### src/rtl/fsh_pkg.sv
package fsh_pkg;
  typedef enum logic [1:0] {
    ST_IDLE = 2'd0,
    ST_HUNT = 2'd1,
    ST_GRAB = 2'd2
  } fsh_state_e;
endpackage

### src/rtl/fsh_window.sv
module fsh_window #(
  parameter int W = 16
) (
  input  logic         clk_i,
  input  logic         rst_ni,
  input  logic         clr_i,
  input  logic         shift_i,
  input  logic         bit_i,
  input  logic [W-1:0] pattern_i,
  output logic         hit_o
);
  localparam int CW = $clog2(W + 1);

  logic [W-1:0]  win_q;
  logic [W-1:0]  win_d;
  logic [CW-1:0] fill_q;

  assign win_d = {win_q[W-2:0], bit_i};

  always_ff @(posedge clk_i or negedge rst_ni) begin
    if (!rst_ni) begin
      win_q  <= '0;
      fill_q <= '0;
    end else if (clr_i) begin
      win_q  <= '0;
      fill_q <= '0;
    end else if (shift_i) begin
      win_q <= win_d;
      if (fill_q != CW'(W)) fill_q <= fill_q + 1'b1;
    end
  end

  // match is judged on the window including the bit now arriving
  assign hit_o = shift_i && !clr_i && (fill_q >= CW'(W - 1)) && (win_d == pattern_i);


  fill_bound_chk: assert property (@(posedge clk_i) disable iff (!rst_ni)
    fill_q <= CW'(W));


  hit_full_chk: assert property (@(posedge clk_i) disable iff (!rst_ni)
    hit_o |=> fill_q == CW'(W));
endmodule

### src/rtl/fsh_capture.sv
module fsh_capture #(
  parameter int W = 24
) (
  input  logic         clk_i,
  input  logic         rst_ni,
  input  logic         clr_i,
  input  logic         shift_i,
  input  logic         bit_i,
  output logic [W-1:0] head_o,
  output logic         last_o
);
  localparam int CW = $clog2(W);

  logic [W-1:0]  head_q;
  logic [CW-1:0] cnt_q;

  always_ff @(posedge clk_i or negedge rst_ni) begin
    if (!rst_ni) begin
      head_q <= '0;
      cnt_q  <= '0;
    end else if (clr_i) begin
      head_q <= '0;
      cnt_q  <= '0;
    end else if (shift_i) begin
      head_q <= {head_q[W-2:0], bit_i};
      cnt_q  <= (cnt_q == CW'(W - 1)) ? '0 : cnt_q + 1'b1;
    end
  end

  assign head_o = head_q;
  assign last_o = shift_i && !clr_i && (cnt_q == CW'(W - 1));


  cnt_bound_chk: assert property (@(posedge clk_i) disable iff (!rst_ni)
    cnt_q <= CW'(W - 1));


  last_wrap_chk: assert property (@(posedge clk_i) disable iff (!rst_ni)
    last_o |=> cnt_q == '0);
endmodule

### src/rtl/frame_sync_hunter.sv
module frame_sync_hunter
  import fsh_pkg::*;
#(
  parameter int BYTE_W = 8
) (
  input  logic              clk_i,
  input  logic              rst_ni,
  input  logic              rx_mode_i,
  input  logic              bit_en_i,
  input  logic              bit_i,
  input  logic [BYTE_W-1:0] pat_hi_i,
  input  logic [BYTE_W-1:0] pat_lo_i,
  input  logic              start_i,
  output logic              sync_o,
  output logic [BYTE_W-1:0] ctrl_a_o,
  output logic [BYTE_W-1:0] ctrl_b_o,
  output logic [BYTE_W-1:0] fec_o,
  output logic              done_o
);
  localparam int SYNC_W = 2 * BYTE_W;
  localparam int HEAD_W = 3 * BYTE_W;

  fsh_state_e        state_q, state_d;
  logic [SYNC_W-1:0] pat_q;
  logic              start_ok;
  logic              hunt_shift, grab_shift;
  logic              hit, last;
  logic              sync_q, done_q;
  logic [HEAD_W-1:0] head;

  assign start_ok   = start_i && rx_mode_i;
  // a start in the same cycle wins over the bit
  assign hunt_shift = bit_en_i && rx_mode_i && !start_i && (state_q == ST_HUNT);
  assign grab_shift = bit_en_i && rx_mode_i && !start_i && (state_q == ST_GRAB);

  fsh_window #(.W(SYNC_W)) i_window (
    .clk_i     (clk_i),
    .rst_ni    (rst_ni),
    .clr_i     (start_ok),
    .shift_i   (hunt_shift),
    .bit_i     (bit_i),
    .pattern_i (pat_q),
    .hit_o     (hit)
  );

  fsh_capture #(.W(HEAD_W)) i_capture (
    .clk_i   (clk_i),
    .rst_ni  (rst_ni),
    .clr_i   (start_ok),
    .shift_i (grab_shift),
    .bit_i   (bit_i),
    .head_o  (head),
    .last_o  (last)
  );

  always_comb begin
    state_d = state_q;
    if (!rx_mode_i)                     state_d = ST_IDLE;
    else if (start_i)                   state_d = ST_HUNT;
    else if (state_q == ST_HUNT && hit) state_d = ST_GRAB;
    else if (state_q == ST_GRAB && last) state_d = ST_IDLE;
  end

  always_ff @(posedge clk_i or negedge rst_ni) begin
    if (!rst_ni) begin
      state_q <= ST_IDLE;
      pat_q   <= '0;
      sync_q  <= 1'b0;
      done_q  <= 1'b0;
    end else begin
      state_q <= state_d;
      sync_q  <= hit && (state_q == ST_HUNT);
      if (start_ok) begin
        pat_q  <= {pat_hi_i, pat_lo_i};
        done_q <= 1'b0;
      end else if (last) begin
        done_q <= 1'b1;
      end
    end
  end

  assign sync_o   = sync_q;
  assign done_o   = done_q;
  assign ctrl_a_o = head[HEAD_W-1 -: BYTE_W];
  assign ctrl_b_o = head[HEAD_W-BYTE_W-1 -: BYTE_W];
  assign fec_o    = head[BYTE_W-1:0];


  sync_pulse_chk: assert property (@(posedge clk_i) disable iff (!rst_ni)
    sync_o |=> !sync_o);


  sync_rx_chk: assert property (@(posedge clk_i) disable iff (!rst_ni)
    sync_o |-> $past(rx_mode_i));


  done_rise_chk: assert property (@(posedge clk_i) disable iff (!rst_ni)
    $rose(done_o) |-> $past(state_q == ST_GRAB && bit_en_i));


  start_clear_chk: assert property (@(posedge clk_i) disable iff (!rst_ni)
    start_ok |=> (!done_o && !sync_o && state_q == ST_HUNT));


  idle_quiet_chk: assert property (@(posedge clk_i) disable iff (!rst_ni)
    (state_q == ST_IDLE) |=> !sync_o);


  idle_hold_chk: assert property (@(posedge clk_i) disable iff (!rst_ni)
    (state_q == ST_IDLE && !start_i) |=> $stable(head));
endmodule

### config.mk
export PLATFORM = sky130hd
export DESIGN_NAME = frame_sync_hunter
export DESIGN_NICKNAME = d
export VERILOG_FILES = /design/src/rtl/fsh_pkg.sv /design/src/rtl/fsh_window.sv /design/src/rtl/fsh_capture.sv /design/src/rtl/frame_sync_hunter.sv
export SDC_FILE = /design/constraint.sdc
export NUM_CORES = 1
export LEC_CHECK = 0
export BUFFER_PORTS_ARGS = -buffer_cell sky130_fd_sc_hd__buf_4
export CAP_MARGIN = 15
export CORE_UTILIZATION = 56
export CTS_CLUSTER_SIZE = 24
export DETAILED_ROUTE_END_ITERATION = 16
export PLACE_DENSITY = 0.79
export SLEW_MARGIN = 20
export SYNTH_ARGS = -nofsm -noshare
export SYNTH_HDL_FRONTEND = slang
export SYNTH_HIERARCHICAL = 1
export SYNTH_SLANG_ARGS = --single-unit
export TNS_END_PERCENT = 10
### constraint.sdc
create_clock -name clk_i -period 2.4 [get_ports clk_i]
set_clock_uncertainty 0.05 [all_clocks]
set_input_delay 0.12 -clock clk_i [delete_from_list [all_inputs] [get_ports clk_i]]
set_output_delay 0.12 -clock clk_i [all_outputs]
set_load 0.02 [all_outputs]
# Word-level counts from Yosys, hierarchy flattened
# Cells that the tools add are included.
# op_classes
addsub	2
magnitude_cmp	1
eq_ne	6
muxes	16
reduce_logical	19
# ops
operator	n
24-bit 2-to-1 mux	2
15-bit 2-to-1 mux	2
5-bit 2-to-1 mux	6
16-bit equality test	1
1-bit logical AND	12
5-bit by 1-bit adder with 5-bit output, second input constant	2
2-bit 2-to-1 mux	4
2-bit nonzero test	4
5-bit equality test, second input constant	1
5-bit by 4-bit >= comparator with 1-bit output, second input constant	1
5-bit != test, second input constant	1
4-bit by 1-bit != test with 1-bit output, second input constant	1
2-bit by 1-bit equality test with 1-bit output, second input constant	1
2-bit equality test, second input constant	1
1-bit logical NOT	2
1-bit 2-to-1 mux	2
2-bit AND reduction	1
# word_totals
register_bits	69
inputBits	22
output_inout_bits	26

# Logic depth before layout (Yosys ltp)
# depth
word_depth	10
mapped_depth	8
ltp_nobuf	8

# Modules after synthesis
# Netlist, hierarchy kept.
# by_module_without_submodules
mod	instances	cells_per_inst	area_per_inst_um2	seq_area_each_um2
fsh_capture	1	102	1270.0	725.7
fsh_window	1	103	1078.5	500.5
frame_sync_hunter	1	52	815.8	500.5

# Least setup slack after synthesis
# Ideal clock, no wire load.
# synth_path
kind	register -> register
from	register i_window.win_q[3]
to	register state_q[1]
arrival_ns	1.571
required_ns	2.285
slack_ns	0.714
path_stages_with_launch	8
cell_sequence	dfrtp_1 xor2_1 nor4_1 nand3_1 a2111oi_2 o21ai_0 o21ai_0 and3b_2
# synth_between
elab_chain_len	6
word_cells_on_any_way	7
# synth_rtl
element	line_no	rtl
start: declaration	fsh_window.sv:14	logic [W-1:0] win_q;
start signal: assignment	fsh_window.sv:28	win_q <= win_d;
16-bit equality test *	fsh_window.sv:34	assign hit_o = shift_i && !clr_i && (fill_q >= CW'(W - 1)) && (win_d == pattern_i);
1-bit logical AND *	fsh_window.sv:34	
via hit	frame_sync_hunter.sv:27	logic hit, last;
1-bit logical AND *	frame_sync_hunter.sv:60	else if (state_q == ST_HUNT && hit) state_d = ST_GRAB;
2-bit 2-to-1 mux	frame_sync_hunter.sv:60	
2-bit 2-to-1 mux	frame_sync_hunter.sv:59	else if (start_i) state_d = ST_HUNT;
2-bit 2-to-1 mux	frame_sync_hunter.sv:58	if (!rx_mode_i) state_d = ST_IDLE;
end signal: assignment	frame_sync_hunter.sv:71	state_q <= state_d;
end: declaration	frame_sync_hunter.sv:23	fsh_state_e state_q, state_d;
# Mark *: on every way through the listed nets, which the timed path passes. The rest lies on a longest branch.
# A chain may end at the register's enable or synchronous reset.

# Worst setup path after layout
# layout_path
from	input port rx_mode_i
to	register state_q[1]
# layout_between
word_cells_on_any_way	17
# layout_lines
element	line_no	rtl
start: declaration	frame_sync_hunter.sv:8	input logic rx_mode_i,
1-bit logical AND	frame_sync_hunter.sv:31	assign start_ok = start_i && rx_mode_i;
via start_ok	frame_sync_hunter.sv:25	logic start_ok;
1-bit logical NOT	fsh_capture.sv:31	assign last_o = shift_i && !clr_i && (cnt_q == CW'(W - 1));
1-bit logical AND (2 in a row)	fsh_capture.sv:31	
via last	frame_sync_hunter.sv:27	
1-bit logical AND	frame_sync_hunter.sv:61	else if (state_q == ST_GRAB && last) state_d = ST_IDLE;
4-bit by 1-bit != test with 1-bit output (no source line)	-	
# The timed path passes the listed nets, and every way through them passes these cells.

==> impl_results.md <==
- DR pass1 iterations: 4
- Vias: 2113
- Number of diodes: 0
- Most frequent cells in the layout: dfrtp_1 (69), buf_4 (51), nor2_1 (49)
- Met1 GRT Util: 0.287
- Hold WS: 0.0128 ns
- Die ar.: 5960 µm²
- Post-Syn Instances: 257
- Setup bufs post-CTS: 0
- Total negative slack: 0 ns
- Slowest stage cell, crit path: dlygate4sd3_1
- GPL Wtd Cong: 0.754
- Worst skew pair latency: 0.34 ns
- Worst Path Arrival: 2.15 ns
- Die height: 77.2 µm
- Most used routing layer: met2
- Die W: 77.2 µm
- Crit Path Category: in -> reg
- Number of global-route vias before repair: 2138
- VDD IR max: 0.593 mV
- Element type at the critical path start: primary input
- Power per standard cell area: 636 nW/µm²
- Worst slew pin tran: 0.846 ns
- Fill cell count: 416
- Adder-cell share of the synthesized area: 0.0158
- Final Hold Fails: 0
- Min cycle time layout: 1.96 ns
- Largest net degree at the start of global routing: 70
- Async S/R FF share, synth: 1.00
- Global-route wire length before repair: 10.3 mm
- Synth Register Bits: 69
- Sequential fraction of the synthesis area: 0.546
- Yosys cell types: 35
- NumNets Final: 351
- Worst Hold Class: in -> reg
- Final Setup Violations: 0
- I/O pin cnt: 48
- FF+latch area: 1730 µm²
- Longest Clk Path Bufs: 2
- Max-Cap Viols: 0
- GRT Total Usage: 0.227
- Fin worst setup slack: 0.438 ns
- Fin crit share: 0.817
- Routed wire length: 6.01 mm
- Initial antenna violation count: 0
- CTS buffer count: 9
- Vias per Instance: 5.26
- Critical path cell sequence: dlygate4sd3_1, buf_4, nand2_4, inv_1, buf_4, nor3_1, o21ai_0, and3b_2
- Layout area overhead: 25.1%
- Max stage delay on crit path: 0.53 ns
- CTS Sinks: 69
- Core Area: 5470 µm²
- Met2 usage: 0.384
- Area of the multi-input gates: 1330 µm²
- Post-CTS Hold Fix Bufs: 18
- Wire length per cell: 14.9 µm
- DRC errors left: 0
- FMAX: 510 MHz
- Initial DRC Count: 117
- Family with the most delay on the worst path: buffers and inverters
- Leak: 1.91 nW
- Clk root buf: clkbuf_8
- H-tree levels: 3
- Synthesized area per cell: 12.3 µm²
- Post-synthesis mux area share: 0.204
- Post-Syn Area: 3160 µm²
- Total power: 2.52 mW
- Count of input and output buffers: 47
- Resized cells post-CTS: 0
- WP data required: 2.58 ns
- Max FO, Critical Path: 18
- Complex-gate fraction of the synthesized area: 0.0265
- HPWL Detailed: 3.81 mm
- Initial Utilization: 0.578
- Leading cell type in the layout, fill and taps excluded: dfrtp_1
- Simple-gate share of the synthesized area: 0.119
- Met3 GRT Util: 0.0500
- Slew HR: 0.436
- Status: finished clean
- CTS tree: yes
- Yosys warning total: 6
- XOR/XNOR Fraction of Synth Area: 0.0526
- Final ANT Viol Nets: 0
- Clock slew at the register clock pins of the worst setup and hold paths: 0.08 ns
- Worst setup EP type: flip-flop
- Buf+Inv Stages, Crit Path: 4
- EDFF count, synth: 0
- Share of layout cells above drive strength 1: 0.273
- RSZ-0062 raised after global routing: no
- Largest family of logic cells by synthesized area: multiplexers
- Top FF cell, synth: dfrtp_1
- Slew Limit Fails: 0
- GRT overflow: 0
- Most Frequent Cell on Critical Path: buf_4
- FP Rows: 27
- Synth Net Count: 283
- Pre-CTS setup slack: 0.472 ns
worst register-to-register path: cells and delay by family, from the launching register on:
kind	cells	cell delay [ns]
and+or+nand+nor	4	0.61
AOI/OAI and AO/OA	2	0.56
DFF	1	0.41
xor gates and xnor gates	1	0.18
power breakdown:
group          internal (mW)  leakage, nW  switching (mW)  total, mW
combinational          0.123        0.878          0.0929      0.215
sequential              1.21        0.926          0.0387       1.25
clock                  0.615        0.106           0.439       1.05
total                   1.95         1.91           0.571       2.52
per-stage QoR:
| step | cell area [µm²] | utilization | cells |
|---|---|---|---|
| after floorplan | 3160 | - | 257 |
| after global placement | 3550 | 0.649 | 368 |
| after detailed placement | 3550 | 0.649 | 368 |
| after CTS | 3960 | 0.723 | 402 |
| after global routing | 3960 | 0.723 | 402 |
| final | 3960 | 0.723 | 402 |
final cells by class:
class / count / share of cell area
clock buffer: 11 / 0.0357
clock inverter: 5 / 0.0212
inverter: 6 / 0.00569
multi-input combinational: 170 / 0.336
sequential: 69 / 0.436
tap: 72 / 0.0228
timing repair buffer: 69 / 0.142
cell families after synthesis:
kind of cell	count (synthesis)
and+or+nand+nor	77
DFF	69
muxes	59
xor gates and xnor gates	19
buffers and inverters	18
AOI/OAI and AO/OA	11
adders and majority gates	4
sequential cells by signal (all words and copies together), names as in the netlist:
name,cells
done_o,1
i_window/fill_q,5
state_q,2
sync_o,1
i_capture/cnt_q,5
i_capture/head_o,24
pat_q,16
i_window/win_q,15
routing by layer:
| layer | vias to the layer above | wire length [µm] |
|---|---|---|
| li1 | 1014 | - |
| met5 | - | 0 |
| met4 | 0 | 95 |
| met3 | 8 | 175 |
| met1 | 1052 | 2740 |
| met2 | 39 | 3000 |
cell usage after synthesis (4+ instances only):
| library cell | number | area [µm²] |
|---|---|---|
| ha_1 | 4 | 50.1 |
| buf_2 | 5 | 25.0 |
| dfrtp_1 | 69 | 1730 |
| xnor2_1 | 7 | 61.3 |
| mux2_2 | 7 | 78.8 |
| mux2_4 | 9 | 135 |
| nand4_1 | 4 | 25.0 |
| mux2i_1 | 43 | 430 |
| nor2_1 | 49 | 184 |
| inv_1 | 6 | 22.5 |
| xor2_1 | 12 | 105 |
final timing paths:
check                                    from                   end  slack (ns)  cells past startpoint
max                                 rx_mode_i            state_q[1]        0.44                      8
min                                   start_i            state_q[0]        0.01                      3
max reg2reg                i_window/win_q[11]            state_q[0]        0.49                      7
min reg2reg                            done_o                done_o        0.49                      2
max in group asynchronous              rst_ni     i_window/win_q[6]        1.36                      2
min in group asynchronous              rst_ni  i_capture/head_o[17]        0.38                      2
Power figures use the tool's default switching activity.
